[config.mk]
export PLATFORM = sky130hd
export DESIGN_NAME = strobe_sram_port
export DESIGN_NICKNAME = d
export VERILOG_FILES = /design/src/rtl/sram_port_pkg.sv /design/src/rtl/stage_pipe.sv /design/src/rtl/edge_ctrl.sv /design/src/rtl/word_array.sv /design/src/rtl/strobe_sram_port.sv
export SDC_FILE = /design/constraint.sdc
export NUM_CORES = 1
export LEC_CHECK = 0
export BUFFER_PORTS_ARGS = -buffer_cell sky130_fd_sc_hd__buf_2
export CAP_MARGIN = 15
export CORE_MARGIN = 5
export CORE_UTILIZATION = 55
export CTS_BUF_LIST = sky130_fd_sc_hd__clkbuf_4 sky130_fd_sc_hd__clkbuf_8 sky130_fd_sc_hd__clkbuf_16
export CTS_CLUSTER_DIAMETER = 60
export DETAILED_ROUTE_END_ITERATION = 8
export PLACE_DENSITY_LB_ADDON = 0.12
export SETUP_SLACK_MARGIN = 0.4
export SKIP_LAST_GASP = 1
export SYNTH_ARGS = -nofsm -noshare
export SYNTH_HDL_FRONTEND = slang
export SYNTH_SLANG_ARGS = --single-unit
export TNS_END_PERCENT = 10
[constraint.sdc]
create_clock -name clk -period 7.45 [get_ports clk]
set_clock_uncertainty 0.05 [all_clocks]
set_input_delay 1.49 -clock clk [delete_from_list [all_inputs] [get_ports clk]]
set_output_delay 1.49 -clock clk [all_outputs]
set_load 0.02 [all_outputs]
[src/rtl/sram_port_pkg.sv]
package sram_port_pkg;

   // Kind of access latched at the strobe rise
   typedef enum logic {
      CYC_READ  = 1'b0,
      CYC_WRITE = 1'b1
   } cyc_kind_e;

   // Edge events for one synchronized control line
   typedef struct packed {
      logic rise;
      logic fall;
   } edge_ev_t;

endpackage

[src/rtl/stage_pipe.sv]
module stage_pipe #(
   parameter int WIDTH  = 8,
   parameter int STAGES = 2
) (
   input  logic             clk,
   input  logic             rst_n,
   input  logic [WIDTH-1:0] d_i,
   output logic [WIDTH-1:0] q_o
);

   generate
      if (WIDTH < 1) begin : g_bad_width
         $error("stage_pipe: WIDTH must be at least 1");
      end
      if (STAGES < 1) begin : g_bad_stages
         $error("stage_pipe: STAGES must be at least 1");
      end
   endgenerate

   logic [WIDTH-1:0] stage_q [STAGES];

   generate
      for (genvar s = 0; s < STAGES; s++) begin : g_stage
         if (s == 0) begin : g_head
            always_ff @(posedge clk) begin
               if (!rst_n) stage_q[s] <= '0;
               else        stage_q[s] <= d_i;
            end
         end else begin : g_tail
            always_ff @(posedge clk) begin
               if (!rst_n) stage_q[s] <= '0;
               else        stage_q[s] <= stage_q[s-1];
            end
         end
      end
   endgenerate

   assign q_o = stage_q[STAGES-1];

endmodule

[src/rtl/edge_ctrl.sv]
module edge_ctrl
   import sram_port_pkg::*;
#(
   parameter int ADDR_W = 6,
   parameter int DATA_W = 8
) (
   input  logic              clk,
   input  logic              rst_n,
   input  logic              strobe_s,
   input  logic              wen_s,
   input  logic [ADDR_W-1:0] addr_s,
   input  logic [DATA_W-1:0] wdata_s,
   output logic              rd_en_o,
   output logic [ADDR_W-1:0] rd_addr_o,
   output logic              wr_en_o,
   output logic [ADDR_W-1:0] wr_addr_o,
   output logic [DATA_W-1:0] wr_data_o
);

   logic              strobe_prev_q;
   logic              wen_prev_q;
   edge_ev_t          strobe_ev;
   edge_ev_t          wen_ev;
   logic [ADDR_W-1:0] cap_addr_q;
   cyc_kind_e         kind_q;
   logic              wr_open_q;
   logic              wr_end;

   always_ff @(posedge clk) begin
      if (!rst_n) begin
         strobe_prev_q <= 1'b0;
         wen_prev_q    <= 1'b0;
      end else begin
         strobe_prev_q <= strobe_s;
         wen_prev_q    <= wen_s;
      end
   end

   always_comb begin
      strobe_ev.rise = strobe_s & ~strobe_prev_q;
      strobe_ev.fall = ~strobe_s & strobe_prev_q;
      wen_ev.rise    = wen_s & ~wen_prev_q;
      wen_ev.fall    = ~wen_s & wen_prev_q;
   end

   // Whichever falling edge comes first closes an open write; both at once close it once
   assign wr_end = wr_open_q & (strobe_ev.fall | wen_ev.fall);

   always_ff @(posedge clk) begin
      if (!rst_n) begin
         cap_addr_q <= '0;
         kind_q     <= CYC_READ;
         wr_open_q  <= 1'b0;
      end else begin
         if (strobe_ev.rise) begin
            cap_addr_q <= addr_s;
            kind_q     <= wen_s ? CYC_WRITE : CYC_READ;
            wr_open_q  <= wen_s;
         end else if (wr_end) begin
            wr_open_q  <= 1'b0;
         end
      end
   end

   assign rd_en_o   = strobe_ev.rise & ~wen_s;
   assign rd_addr_o = addr_s;
   assign wr_en_o   = wr_end;
   assign wr_addr_o = cap_addr_q;
   assign wr_data_o = wdata_s;

   AST_ADDR_ONLY_ON_RISE: assert property (@(posedge clk) disable iff (!rst_n)
      !strobe_ev.rise |=> $stable(cap_addr_q));
   AST_TYPE_FROM_WEN: assert property (@(posedge clk) disable iff (!rst_n)
      strobe_ev.rise |=> (wr_open_q == (kind_q == CYC_WRITE)));
   AST_NO_READ_IN_WRITE: assert property (@(posedge clk) disable iff (!rst_n)
      wr_open_q |-> !rd_en_o);
   AST_SINGLE_STORE: assert property (@(posedge clk) disable iff (!rst_n)
      wr_en_o |=> !wr_en_o);
   AST_STORE_CLOSES: assert property (@(posedge clk) disable iff (!rst_n)
      wr_en_o |=> !wr_open_q);

endmodule

[src/rtl/word_array.sv]
module word_array #(
   parameter int ADDR_W         = 6,
   parameter int DATA_W         = 8,
   parameter bit CLEAR_ON_RESET = 1'b1
) (
   input  logic              clk,
   input  logic              rst_n,
   input  logic              rd_en_i,
   input  logic [ADDR_W-1:0] rd_addr_i,
   input  logic              wr_en_i,
   input  logic [ADDR_W-1:0] wr_addr_i,
   input  logic [DATA_W-1:0] wr_data_i,
   output logic [DATA_W-1:0] rdata_o
);

   localparam int DEPTH = 1 << ADDR_W;

   logic [DATA_W-1:0] mem_q [DEPTH];
   logic [DATA_W-1:0] rdata_q;

   generate
      if (CLEAR_ON_RESET) begin : g_clear
         always_ff @(posedge clk) begin
            if (!rst_n) begin
               for (int i = 0; i < DEPTH; i++) mem_q[i] <= '0;
            end else if (wr_en_i) begin
               mem_q[wr_addr_i] <= wr_data_i;
            end
         end
      end else begin : g_keep
         always_ff @(posedge clk) begin
            if (wr_en_i) mem_q[wr_addr_i] <= wr_data_i;
         end
      end
   endgenerate

   always_ff @(posedge clk) begin
      if (!rst_n)       rdata_q <= '0;
      else if (rd_en_i) rdata_q <= mem_q[rd_addr_i];
   end

   assign rdata_o = rdata_q;

endmodule

[src/rtl/strobe_sram_port.sv]
module strobe_sram_port #(
   parameter int ADDR_W         = 6,
   parameter int DATA_W         = 8,
   parameter int SYNC_STAGES    = 2,
   parameter bit CLEAR_ON_RESET = 1'b1
) (
   input  logic              clk,
   input  logic              rst_n,
   input  logic              me_i,
   input  logic              we_i,
   input  logic [ADDR_W-1:0] addr_i,
   input  logic [DATA_W-1:0] wdata_i,
   output logic [DATA_W-1:0] rdata_o
);

   localparam int BUS_W = 2 + ADDR_W + DATA_W;

   generate
      if (ADDR_W < 1 || ADDR_W > 12) begin : g_bad_addr
         $error("strobe_sram_port: ADDR_W must lie in 1..12");
      end
      if (DATA_W < 1) begin : g_bad_data
         $error("strobe_sram_port: DATA_W must be at least 1");
      end
      if (SYNC_STAGES < 2) begin : g_bad_sync
         $error("strobe_sram_port: SYNC_STAGES must be at least 2");
      end
   endgenerate

   logic [BUS_W-1:0]  bus_in;
   logic [BUS_W-1:0]  bus_s;
   logic              strobe_s;
   logic              wen_s;
   logic [ADDR_W-1:0] addr_s;
   logic [DATA_W-1:0] wdata_s;
   logic              rd_en;
   logic [ADDR_W-1:0] rd_addr;
   logic              wr_en;
   logic [ADDR_W-1:0] wr_addr;
   logic [DATA_W-1:0] wr_data;

   // Controls and buses share one pipe so they leave it aligned
   assign bus_in = {me_i, we_i, addr_i, wdata_i};
   assign {strobe_s, wen_s, addr_s, wdata_s} = bus_s;

   stage_pipe #(.WIDTH(BUS_W), .STAGES(SYNC_STAGES)) u_sync (
      .clk  (clk),
      .rst_n(rst_n),
      .d_i  (bus_in),
      .q_o  (bus_s)
   );

   edge_ctrl #(.ADDR_W(ADDR_W), .DATA_W(DATA_W)) u_ctrl (
      .clk      (clk),
      .rst_n    (rst_n),
      .strobe_s (strobe_s),
      .wen_s    (wen_s),
      .addr_s   (addr_s),
      .wdata_s  (wdata_s),
      .rd_en_o  (rd_en),
      .rd_addr_o(rd_addr),
      .wr_en_o  (wr_en),
      .wr_addr_o(wr_addr),
      .wr_data_o(wr_data)
   );

   word_array #(.ADDR_W(ADDR_W), .DATA_W(DATA_W), .CLEAR_ON_RESET(CLEAR_ON_RESET)) u_array (
      .clk      (clk),
      .rst_n    (rst_n),
      .rd_en_i  (rd_en),
      .rd_addr_i(rd_addr),
      .wr_en_i  (wr_en),
      .wr_addr_i(wr_addr),
      .wr_data_i(wr_data),
      .rdata_o  (rdata_o)
   );

   AST_RDATA_HOLD: assert property (@(posedge clk) disable iff (!rst_n)
      !rd_en |=> $stable(rdata_o));
   AST_NO_RW_SAME_TICK: assert property (@(posedge clk) disable iff (!rst_n)
      !(rd_en && wr_en));

endmodule

---- Word-level counts from Yosys, hierarchy flattened ----
Memory sizes are Yosys's and may differ from the RTL's. A register that Yosys moved wholly into a read port is not among the register bits.
Index checks and enable logic that the tools add are counted.
word-level totals
  flip-flop bits (word level) ............. 9
  bits in writable memories ............... 544
  input port bits ......................... 18
  output and inout port bits .............. 8
  logic and storage cells ................. 32
  memories kept ........................... 2
memory list
  memory          words  bits a word  rd ports  clocked after memory_dff  wr ports  line              RTL
  u_array.mem_q   64     8            1         1                         64        word_array.sv:18  logic [DATA_W-1:0] mem_q [DEPTH];
  u_sync.stage_q  2      16           2         0                         2         stage_pipe.sv:20  logic [WIDTH-1:0] stage_q [STAGES];
operators by class
  multiplexer cells ....................... 12
  bitwise logic cells ..................... 11
  reduce and logical (&&, ||, !) cells .... 3
operators by type and width
  cell                number
  $mux W16            2
  $mux W1             8
  $mux W8             1
  $reduce_or A8 Y1    1
  $mux W6             1
  $and A1 B1 Y1       5
  $not A1 Y1          3
  $or A1 B1 Y1        3
  $reduce_bool A2 Y1  1
  $logic_not A1 Y1    1

---- Logic depth before layout (Yosys ltp) ----
Gate-level depths: netlist (run 1).
  depth in word-level cells ............... 9
  gate-level depth with buffers ........... 9
  mapped depth without buffers ............ 5

---- Hierarchy ----
From an unflattened synthesis (run 1), not the netlist that was laid out.
unflattened totals
  cells, all modules ...................... 1809
  area, all modules ....................... 25479.4 um^2
modules (own cells, without submodules)
  module      times used  cells an instance  area each (um^2)  seq. area each (um^2)
  word_array  1           1690               24124.4           15534.9
  stage_pipe  1           67                 895.9             640.6
  edge_ctrl   1           52                 459.2             180.2

---- Worst setup path after synthesis (run 1) ----
OpenSTA, ideal clock, no wires.
  path kind ............................... input to register
  from .................................... input port rst_n
  to ...................................... memory u_array.mem_q[23][0] (enable)
  setup time .............................. 0.384 ns
  arrival time ............................ 3.026 ns
  required time ........................... 7.016 ns
  slack ................................... 3.990 ns
  stages on the path ...................... 6
  buffers on the path ..................... 2
  path through ............................ buf_4 nand2_1 a211oi_2 nand3_1 clkbuf_1 o21ai_0
RTL lines
  what             line                   RTL
  start, declared  strobe_sram_port.sv:8  input logic rst_n,
  end, declared    word_array.sv:18

==> results of run 1 <==
==> synth_stat cells (all sizes together) <==
| master | number |
|---|---|
| and3 | 1 |
| nand3b | 3 |
| a2111oi | 12 |
| buf | 47 |
| nor4b | 1 |
| dfxtp | 49 |
| mux2 | 5 |
| o221ai | 1 |
| nand3 | 11 |
| or2 | 1 |
| inv | 1 |
| nand4b | 1 |
| a32o | 5 |
| nor2 | 77 |
| o211ai | 10 |
| a22oi | 8 |
| and2 | 547 |
| or3 | 2 |
| edfxtp | 512 |
| nor4 | 4 |
| o21ai | 84 |
| nor2b | 19 |
| nand2 | 33 |
| a22o | 10 |
| a32oi | 5 |
| clkbuf | 98 |
| mux4 | 80 |
| and4 | 5 |
| o211a | 5 |
| nor3 | 1 |
| o21a | 1 |
| or3b | 2 |
| a21boi | 6 |
| or4b | 1 |
| nand2b | 12 |
| a211oi | 16 |
| o22ai | 2 |
| a221oi | 25 |
| mux2i | 87 |
==> sequential cells by signal, summed over array words and instances, names as in the netlist <==
name and cells:
u_array.mem_q 512, u_array.rdata_o 8, u_ctrl.strobe_prev_q 1, u_ctrl.wen_prev_q 1
u_ctrl.wr_addr_o 6, u_ctrl.wr_open_q 1, u_sync.stage_q 32
==> metal layers <==
| layer | vias to the layer above | GRT usage [%] |
|---|---|---|
| li1 | 6480 | - |
| met1 | 7291 | 34.7 |
| met2 | 526 | 38.8 |
| met3 | 120 | 3.82 |
| met4 | 0 | 8.49 |
| met5 | - | 0 |
==> path summary, 6_finish.rpt <==
path                                        endpoint  slack (ns)
hold / removal       u_sync.stage_q[1][3]$_SDFF_PN0_        0.38
hold reg to reg      u_sync.stage_q[1][3]$_SDFF_PN0_        0.38
setup reg to reg     u_array.rdata_o[1]$_SDFFE_PN0P_        3.63
setup / recovery  u_array.mem_q[15][6]$_SDFFCE_PN0P_        3.01
==> metrics by stage <==
step | hold WS, ns | utilization, % | power [uW] | instance area (um^2)
floorplan | 0.362 | - | 3830 | 25400
global placement | 0.363 | 56.5 | 3940 | 25700
detailed placement | 0.368 | 56.5 | 3950 | 25700
CTS | 0.382 | 60.7 | 6800 | 27600
global route | 0.389 | 60.9 | 6960 | 27700
finish | 0.380 | 60.9 | 6770 | 27700
==> layout make-up <==
| type | count | area, um^2 | share of cell area, % |
|---|---|---|---|
| flip-flops and latches | 561 | 16400 | 59.2 |
| clock buffers | 81 | 1710 | 6.19 |
| multi-input cells | 1083 | 8340 | 30.1 |
| repair buffers | 45 | 273 | 0.986 |
| well taps | 600 | 751 | 2.71 |
| clock inverters | 26 | 200 | 0.723 |
| inverters | 1 | 3.75 | 0.0136 |
==> power by group through the flow <==
stage / Sequential [uW] / Combinational (uW) / Clock, uW
after floorplan: 3610 / 215 / 0
after global placement: 3690 / 254 / 0
after detailed placement: 3690 / 260 / 0
after CTS: 3630 / 261 / 2910
after global routing: 3630 / 280 / 3050
final: 3620 / 262 / 2880
==> logic make-up after synthesis <==
group	Yosys count	synth area share [%]
buffers and inverters	146	2.59
DFF	561	64.5
and+or+nand+nor	721	16.9
muxes	172	10.8
AOI/OAI and AO/OA	190	5.19
==> critical path, stage by stage <==
cell,delay (ns)
buf_2,0.53
nand2_1,0.20
a211oi_2,0.28
nand3_1,0.80
o21ai_0,1.28
==> flow_metrics.env, run 1 <==
export IMPL_pwr_share_comb_pct=3.9
export IMPL_postRouteAntennaNets=0
export IMPL_drt_initial_drc_count=1503
export IMPL_cp_startpoint="rst_n"
export IMPL_gp_congestion=0.824
export IMPL_tightest_slew_ns=1.26
export IMPL_cts_resized=0
export IMPL_powerDensity_nw_per_um2=245
export IMPL_portBuffers=25
export IMPL_cts_tree="built"
export IMPL_min_delay_start="u_sync.stage_q[0][3]$_SDFF_PN0_"
export IMPL_cts_htree_levels=2
export IMPL_cts_buffer_depth=3
export IMPL_place_ws_ns=2.50
export IMPL_worstPathRequired_ns=7.62
export IMPL_netlist_area_um2=25400
export IMPL_yosys_warnings=0
export IMPL_coreArea_um2=45500
export IMPL_viasPerCell=6.01
export IMPL_io_pins=26
export IMPL_worstPathMaxFanout=35
export IMPL_die_area_um2=50500
export IMPL_die_h_um=225
export IMPL_r2r_cells=6
export IMPL_start_util_pct=55.7
export IMPL_crit_path_start_kind="input pin"
export IMPL_yosysTopAreaCell="edfxtp_1"
export IMPL_drc_errors=0
export IMPL_drt_met1_wl_um=26000
export IMPL_avgSynthCellArea_um2=14.2
export IMPL_peakVddDrop_v=0.000212
export IMPL_clk_pin_slew_worst_paths_ns=0.06
export IMPL_placed_cells=2280
export IMPL_ys_seq_area_share_pct=64.5
export IMPL_clkSinkCount=561
export IMPL_numCtsBuffers=57
export IMPL_setup_violations=0
export IMPL_whs_path_depth=1
export IMPL_grt_pass1_vias=14400
export IMPL_seqPwrFrac_pct=53.6
export IMPL_layout_common_cells="and2_1 (547), edfxtp_1 (512), mux2i_1 (87)"
export IMPL_diodes=0
export IMPL_clock_latency_ns=0.61
export IMPL_p_int_uw=5330
export IMPL_mostFrequentLayoutCell="and2_1"
export IMPL_wl_per_cell_um=25.5
export IMPL_leakage_uw=0.00962
export IMPL_fill_cells=3487
export IMPL_fin_tns_setup_ns=0
export IMPL_grt_max_degree=76
export IMPL_cap_violations=0
export IMPL_final_cells=2397
export IMPL_grt_overflow_total=0
export IMPL_antenna_found_initial=1
export IMPL_setup_worst_path_class="input pin to flip-flop"
export IMPL_syn_instance_count=1790
export IMPL_top_layer="met4"
export IMPL_switching_share_pct=21.2
export IMPL_cts_setup_buffers=0
export IMPL_yosys_top_cells_area="edfxtp_1 (61%), and2_1 (13%), mux4_2 (7.1%)"
export IMPL_vias=14400
export IMPL_worst_slack_ns=3.01
export IMPL_clkPwrFrac_pct=42.6
export IMPL_crit_arrival_ns=4.61
export IMPL_final_hold_viol_count=0
export IMPL_ys_ff_latch=561
export IMPL_syn_nets=1808
export IMPL_die_x_um=225
export IMPL_synthToLayoutAreaGrowth_pct=9.16
export IMPL_hpwl_um=37300
export IMPL_timing_final_crit_share_pct=59.6
export IMPL_drv_slew=0
export IMPL_rsz0062_at_grt="no"
export IMPL_end_kind="flip-flop"
export IMPL_met2_length_um=29100
export IMPL_track_usage_pct=24.4
export IMPL_cts_root_buffer="clkbuf_16"
export IMPL_first_pass_iters=7
export IMPL_relSlewSlack_pct=14.0
export IMPL_rows=78
export IMPL_p_sw_uw=1440
export IMPL_synth_cell_types=47
export IMPL_synth_top_area_share_pct=60.6
export IMPL_r2r_start="u_sync.stage_q[1][11]$_SDFF_PN0_"
export IMPL_drive_gt1_share_pct=14.2
export IMPL_status="complete, no violations"
export IMPL_post_route_min_period_ns=4.44
export IMPL_max_freq_mhz=225
export IMPL_grt_pass1_wl_um=91700
export IMPL_wl_met3_um=4000
export IMPL_hold_buffers=0
export IMPL_nets=1767
export IMPL_drt_total_wl_um=61000
export IMPL_worst_hold_path_type="flip-flop to flip-flop"
No activity file was read; power rests on OpenSTA's default activity.
==> run 2: changes to the inputs <==
Clock period 7.45 ns to 4 ns, I/O delays scaled along.
==> flow_metrics.env, run 2 (synthesized netlist as in run 1, its figures left out) <==
export IMPL_relSlewSlack_pct=21.1
export IMPL_drt_met1_wl_um=27000
export IMPL_cp_top_family="simple AND/OR/NAND/NOR gates"
export IMPL_final_hold_viol_count=0
export IMPL_r2r_start="u_sync.stage_q[1][8]$_SDFF_PN0_"
export IMPL_hold_buffers=0
export IMPL_clk_pin_slew_worst_paths_ns=0.06
export IMPL_register_area_um2=16400
export IMPL_drt_initial_drc_count=1470
export IMPL_drv_slew=0
export IMPL_coreArea_um2=45500
export IMPL_status="complete, no violations"
export IMPL_peakVddDrop_v=0.000406
export IMPL_critical_path_max_stage_delay_ns=0.80
export IMPL_r2r_cells=7
export IMPL_crit_path_cell_trace="and2_1 > buf_4 > a22o_1 > a2111oi_0 > dlymetal6s2s_1 > nor4_1 > o211ai_1"
export IMPL_mostFrequentLayoutCell="and2_1"
export IMPL_clock_latency_ns=0.61
export IMPL_layout_common_cells="and2_1 (547), edfxtp_1 (512), mux2i_1 (87)"
export IMPL_top_layer="met5"
export IMPL_first_pass_iters=5
export IMPL_cp_startpoint="u_sync.stage_q[1][8]$_SDFF_PN0_"
export IMPL_end_kind="flip-flop"
export IMPL_gp_congestion=0.886
export IMPL_die_x_um=225
export IMPL_die_area_um2=50500
export IMPL_cts_root_buffer="clkbuf_16"
export IMPL_vias=14700
export IMPL_min_delay_start="wdata_i[4]"
export IMPL_cts_tree="built"
export IMPL_hpwl_um=39700
export IMPL_timing_final_crit_share_pct=74.3
export IMPL_rows=78
export IMPL_setup_worst_path_class="flip-flop to flip-flop"
export IMPL_wl_met3_um=4790
export IMPL_worst_hold_path_type="input pin to flip-flop"
export IMPL_crit_path_start_kind="flip-flop"
export IMPL_crit_arrival_ns=3.39
export IMPL_worst_slack_ns=1.03
export IMPL_multi_input_area_um2=8340
export IMPL_setup_violations=0
export IMPL_io_pins=26
export IMPL_clkSinkCount=561
export IMPL_antenna_found_initial=3
export IMPL_nets=1839
export IMPL_worstPathMaxFanout=22
export IMPL_start_util_pct=55.7
export IMPL_viasPerCell=5.95
export IMPL_max_freq_mhz=337
export IMPL_cts_resized=0
export IMPL_r2r_slack_ns=1.03
export IMPL_largest_reg_flops=512
export IMPL_rsz0062_at_grt="no"
export IMPL_critPathBufInv=2
export IMPL_portBuffers=25
export IMPL_grt_overflow_total=0
export IMPL_grt_pass1_vias=14700
export IMPL_drc_errors=0
export IMPL_critPathCapture="u_array.rdata_o[1]$_SDFFE_PN0P_"
export IMPL_leakage_uw=0.0101
export IMPL_r2r_end="u_array.rdata_o[1]$_SDFFE_PN0P_"
export IMPL_cts_buffer_depth=3
export IMPL_fill_cells=3436
export IMPL_p_total_uw=13200
export IMPL_synthToLayoutAreaGrowth_pct=12.1
export IMPL_post_route_min_period_ns=2.97
export IMPL_top_register="u_array.mem_q"
export IMPL_drive_gt1_share_pct=17.5
export IMPL_cp_depth=7
export IMPL_numCtsBuffers=57
export IMPL_die_h_um=225
export IMPL_diodes=0
export IMPL_met2_length_um=28100
export IMPL_grt_pass1_wl_um=93300
export IMPL_fin_tns_setup_ns=0
export IMPL_powerDensity_nw_per_um2=466
export IMPL_cts_setup_buffers=0
export IMPL_postRouteAntennaNets=0
export IMPL_cp_slowest_cell="and2_1"
export IMPL_tightest_slew_ns=1.18
export IMPL_cap_violations=0
export IMPL_grt_max_degree=59
export IMPL_cts_htree_levels=2
export IMPL_drt_total_wl_um=61700
export IMPL_worstPathRequired_ns=4.42
export IMPL_wl_per_cell_um=25.0
export IMPL_place_ws_ns=0.800
export IMPL_track_usage_pct=24.6
-- run 2: cell count changes in the layout (fill, tap and decap cells not counted), sizes merged --
cell    change
clkbuf     -15
inv         -1
bufinv     +12
buf        +71
clkinv      +6
-- run 2: worst min-delay path by stage --
stage	slack [ns]	endpoint	depth (start not counted)
floorplan	0.36	u_sync.stage_q[1][0]$_SDFF_PN0_	1
global placement	0.36	u_sync.stage_q[1][5]$_SDFF_PN0_	1
detailed placement	0.37	u_sync.stage_q[1][5]$_SDFF_PN0_	1
CTS	0.31	u_sync.stage_q[0][6]$_SDFF_PN0_	2
global route	0.33	u_sync.stage_q[0][4]$_SDFF_PN0_	2
finish	0.34	u_sync.stage_q[0][4]$_SDFF_PN0_	2
-- run 2: layer usage --
metal  track usage [%]  vias up
met2              37.7      563
met5                 0        -
met1              36.4     7398
met4              7.62        6
met3              4.58      113
li1                  -     6611
-- run 2: stage by stage --
step                std cells  area, um^2  hold slack [ns]  util, %
floorplan                1790       25400            0.362        -
global placement         2351       26200            0.364     57.7
detailed placement       2351       26200            0.368     57.7
CTS                      2459       28300            0.310     62.3
global route             2470       28400            0.329     62.5
finish                   2470       28400            0.343     62.5
-- run 2: area by class of cell --
| type | instances | share of cell area, % |
|---|---|---|
| Sequential cell | 561 | 57.6 |
| Multi-Input combinational cell | 1083 | 29.3 |
| Clock buffer | 65 | 5.35 |
| Timing Repair Buffer | 117 | 2.97 |
| Tap cell | 600 | 2.64 |
| Clock inverter | 43 | 2.07 |
| Inverter | 1 | 0.0132 |
-- run 2: worst register-to-register path: cells and delay by family, from the launching register on --
family          cells  cell delay (ns)
buf+inv             2             0.51
flops               1             0.37
compound gates      3             0.38
simple gates        2             1.51
-- run 2: power breakdown --
part / total [uW] / switching [uW] / internal [uW]
clock: 5950 / 2260 / 3690
sequential: 6690 / 122 / 6570
combinational: 604 / 372 / 232
total: 13200 / 2750 / 10500
==> run 3: changes to the inputs <==
Settings changed: ABC_AREA set to 1.
Clock period 4 ns to 2.5 ns, I/O delays scaled along.
==> flow_metrics.env, run 3 <==
export IMPL_status="complete, no violations"
export IMPL_peakVddDrop_v=0.000623
export IMPL_final_util_pct=63.1
export IMPL_syn_nets=2597
export IMPL_post_route_min_period_ns=2.15
export IMPL_grt_pass1_vias=17700
export IMPL_grt_pass1_wl_um=101000
export IMPL_drt_total_wl_um=68200
export IMPL_portBuffers=25
export IMPL_avgSynthCellArea_um2=9.67
export IMPL_netlist_area_um2=24900
export IMPL_top_register="u_array.mem_q"
export IMPL_yosys_top_cells_area="edfxtp_1 (62%), nand2_1 (10%), nand3_1 (9.5%)"
export IMPL_gp_congestion=0.868
export IMPL_grt_overflow_total=0
export IMPL_cts_tree="built"
export IMPL_crit_path_start_kind="flip-flop"
export IMPL_largest_reg_flops=512
export IMPL_top_usage_layer="met2"
export IMPL_synth_adder_area_share_pct=0
export IMPL_synthToLayoutAreaGrowth_pct=14.1
export IMPL_nets=2587
export IMPL_postRouteAntennaNets=0
export IMPL_io_pins=26
export IMPL_clk_pin_slew_worst_paths_ns=0.06
export IMPL_worstPathMaxFanout=9
export IMPL_yosys_warnings=0
export IMPL_drive_gt1_share_pct=12.8
export IMPL_drc_errors=0
export IMPL_seqPwrFrac_pct=50.5
export IMPL_rsz0062_at_grt="yes"
export IMPL_cts_buffer_depth=3
export IMPL_yosysTopAreaCell="edfxtp_1"
export IMPL_diodes=0
export IMPL_wl_per_cell_um=21.2
export IMPL_tightest_slew_ns=0.545
export IMPL_clkPwrFrac_pct=43.1
export IMPL_synth_compound_area_share_pct=0.537
export IMPL_cap_violations=0
export IMPL_worst_hold_path_type="input pin to flip-flop"
export IMPL_grt_use_met2_pct=42.7
export IMPL_cts_root_buffer="clkbuf_16"
export IMPL_start_util_pct=55.3
export IMPL_placed_cells=3095
export IMPL_final_cells=3214
export IMPL_die_area_um2=49700
export IMPL_synth_top_family_by_area="simple AND/OR/NAND/NOR gates"
export IMPL_powerDensity_nw_per_um2=740
export IMPL_antenna_found_initial=0
export IMPL_synthMuxAreaShare_pct=0
export IMPL_numCtsBuffers=55
export IMPL_synth_most_common_cell="nand2_1"
export IMPL_p_sw_uw=4720
export IMPL_hpwl_um=39200
export IMPL_clkSinkCount=561
export IMPL_setup_worst_path_class="flip-flop to flip-flop"
export IMPL_vias=18500
export IMPL_leakage_uw=0.0107
export IMPL_grt_max_degree=148
export IMPL_final_hold_viol_count=0
export IMPL_die_h_um=223
export IMPL_setup_violations=0
export IMPL_mostFrequentLayoutCell="nand2_1"
export IMPL_fill_cells=3689
export IMPL_async_reset_ff_share_pct=0
export IMPL_first_pass_iters=8
export IMPL_track_usage_pct=26.4
export IMPL_crit_arrival_ns=2.41
export IMPL_use_met3_pct=4.70
export IMPL_layout_common_cells="nand2_1 (652), nor2_1 (514), edfxtp_1 (512)"
export IMPL_synth_edff_count=512
export IMPL_viasPerCell=5.75
export IMPL_coreArea_um2=45100
export IMPL_cts_htree_levels=2
export IMPL_drt_initial_drc_count=2208
export IMPL_timing_final_crit_share_pct=86.2
export IMPL_synth_top_flop_cell="edfxtp_1"
export IMPL_end_kind="flip-flop"
export IMPL_p_int_uw=16400
export IMPL_synthTopCellsByCount="nand2_1 (686), nor2_1 (514), edfxtp_1 (512)"
export IMPL_worstPathRequired_ns=2.76
export IMPL_rows=78
export IMPL_max_freq_mhz=464
export IMPL_clock_latency_ns=0.61
export IMPL_yosys_area_share_simple_pct=30.1
export IMPL_synth_cell_types=21
export IMPL_grt_util_met1_pct=36.6
export IMPL_switching_share_pct=22.4
export IMPL_pwr_share_comb_pct=6.5
export IMPL_drv_slew=0
export IMPL_fin_tns_setup_ns=0
export IMPL_synth_top_area_share_pct=61.7
export IMPL_relSlewSlack_pct=63.6
export IMPL_ys_ff_latch=561
export IMPL_ys_seq_area_share_pct=65.6
export IMPL_die_x_um=223
export IMPL_syn_instance_count=2579
export IMPL_synth_xor_area_share_pct=0
[run 3: cell types whose count changed after synthesis, sizes merged, moves of 80 or more]
cell	before	now
nand2	33	750
nand3	11	473
mux2i	87	0
and2	547	0
nor2	77	514
mux4	80	0
[run 3: stage by stage]
stage	total power, uW	hold WS, ns	setup slack (ns)	cell area, um^2
floorplan	11600	0.340	0.363	25100
global placement	12100	0.344	0.287	26100
detailed placement	12100	0.355	0.230	26100
CTS	21100	0.000390	0.354	28200
finish	21100	0.0248	0.346	28500
global route	21700	0.0156	0.277	28500
[run 3: path summary, 6_finish.rpt]
| path | end | cells past startpoint | slack, ns | start |
|---|---|---|---|---|
| max reg2reg | u_array.mem_q[27][2]$_SDFFCE_PN0P_ | 6 | 0.35 | u_sync.stage_q[1][15]$_SDFF_PN0_ |
| max | u_array.mem_q[27][2]$_SDFFCE_PN0P_ | 6 | 0.35 | u_sync.stage_q[1][15]$_SDFF_PN0_ |
| min | u_sync.stage_q[0][14]$_SDFF_PN0_ | 3 | 0.02 | we_i |
| min reg2reg | u_sync.stage_q[1][10]$_SDFF_PN0_ | 2 | 0.36 | u_sync.stage_q[0][10]$_SDFF_PN0_ |
[run 3: layer usage]
layer	wire [um]	vias to the layer above	share of wire (%)
li1	-	8611	-
met1	27100	8826	40
met2	32600	909	48
met3	6570	122	9.6
met4	1990	0	2.9
met5	0	-	0
[run 3: timing repair]
| item | CTS | global route |
|---|---|---|
| hold endpoints to repair | 6 | 0 |
| setup endpoints to repair | 288 | 467 |
| resized for setup | 6 | 18 |
| hold buffers | 6 | 0 |
| buffers inserted | 0 | 5 |
| gates cloned | 0 | 6 |
| pin swaps | 0 | 1 |
[run 3: logic make-up (layout without fill, tap and decap cells)]
| group | after synthesis | count (layout) |
|---|---|---|
| buffers and inverters | 243 | 278 |
| and+or+nand+nor | 1753 | 1753 |
| DFF | 561 | 561 |
| AOI/OAI and AO/OA | 22 | 22 |
[run 3: area by class of cell]
cell class                 count  area (um^2)  share of cell area (%)
timing repair inverter         1         8.76                  0.0308
tap                          600          751                    2.64
inverter                      65          259                   0.910
sequential                   561        16400                    57.5
multi-input combinational   1775         7830                    27.5
clock buffer                  70         1640                    5.75
clock inverter                32          393                    1.38
timing repair buffer         110         1220                    4.28
[run 3: power groups by stage]
stage | registers (uW) | clock network [uW] | logic (uW)
6_report | 10600 | 9080 | 1360
5_1_grt | 10700 | 9560 | 1470
4_1_cts | 10600 | 9160 | 1300
3_5_place_dp | 10800 | 0 | 1290
3_3_place_gp | 10800 | 0 | 1270
2_1_floorplan | 10800 | 0 | 826
[run 3: worst max-delay path, cell delays in order, from the launching register on]
cell,delay [ns]
dfxtp_1,0.33
o21ai_2,0.20
nand3_4,0.24
nor4_4,0.40
buf_4,0.29
nand2_2,0.17
nand2_4,0.17
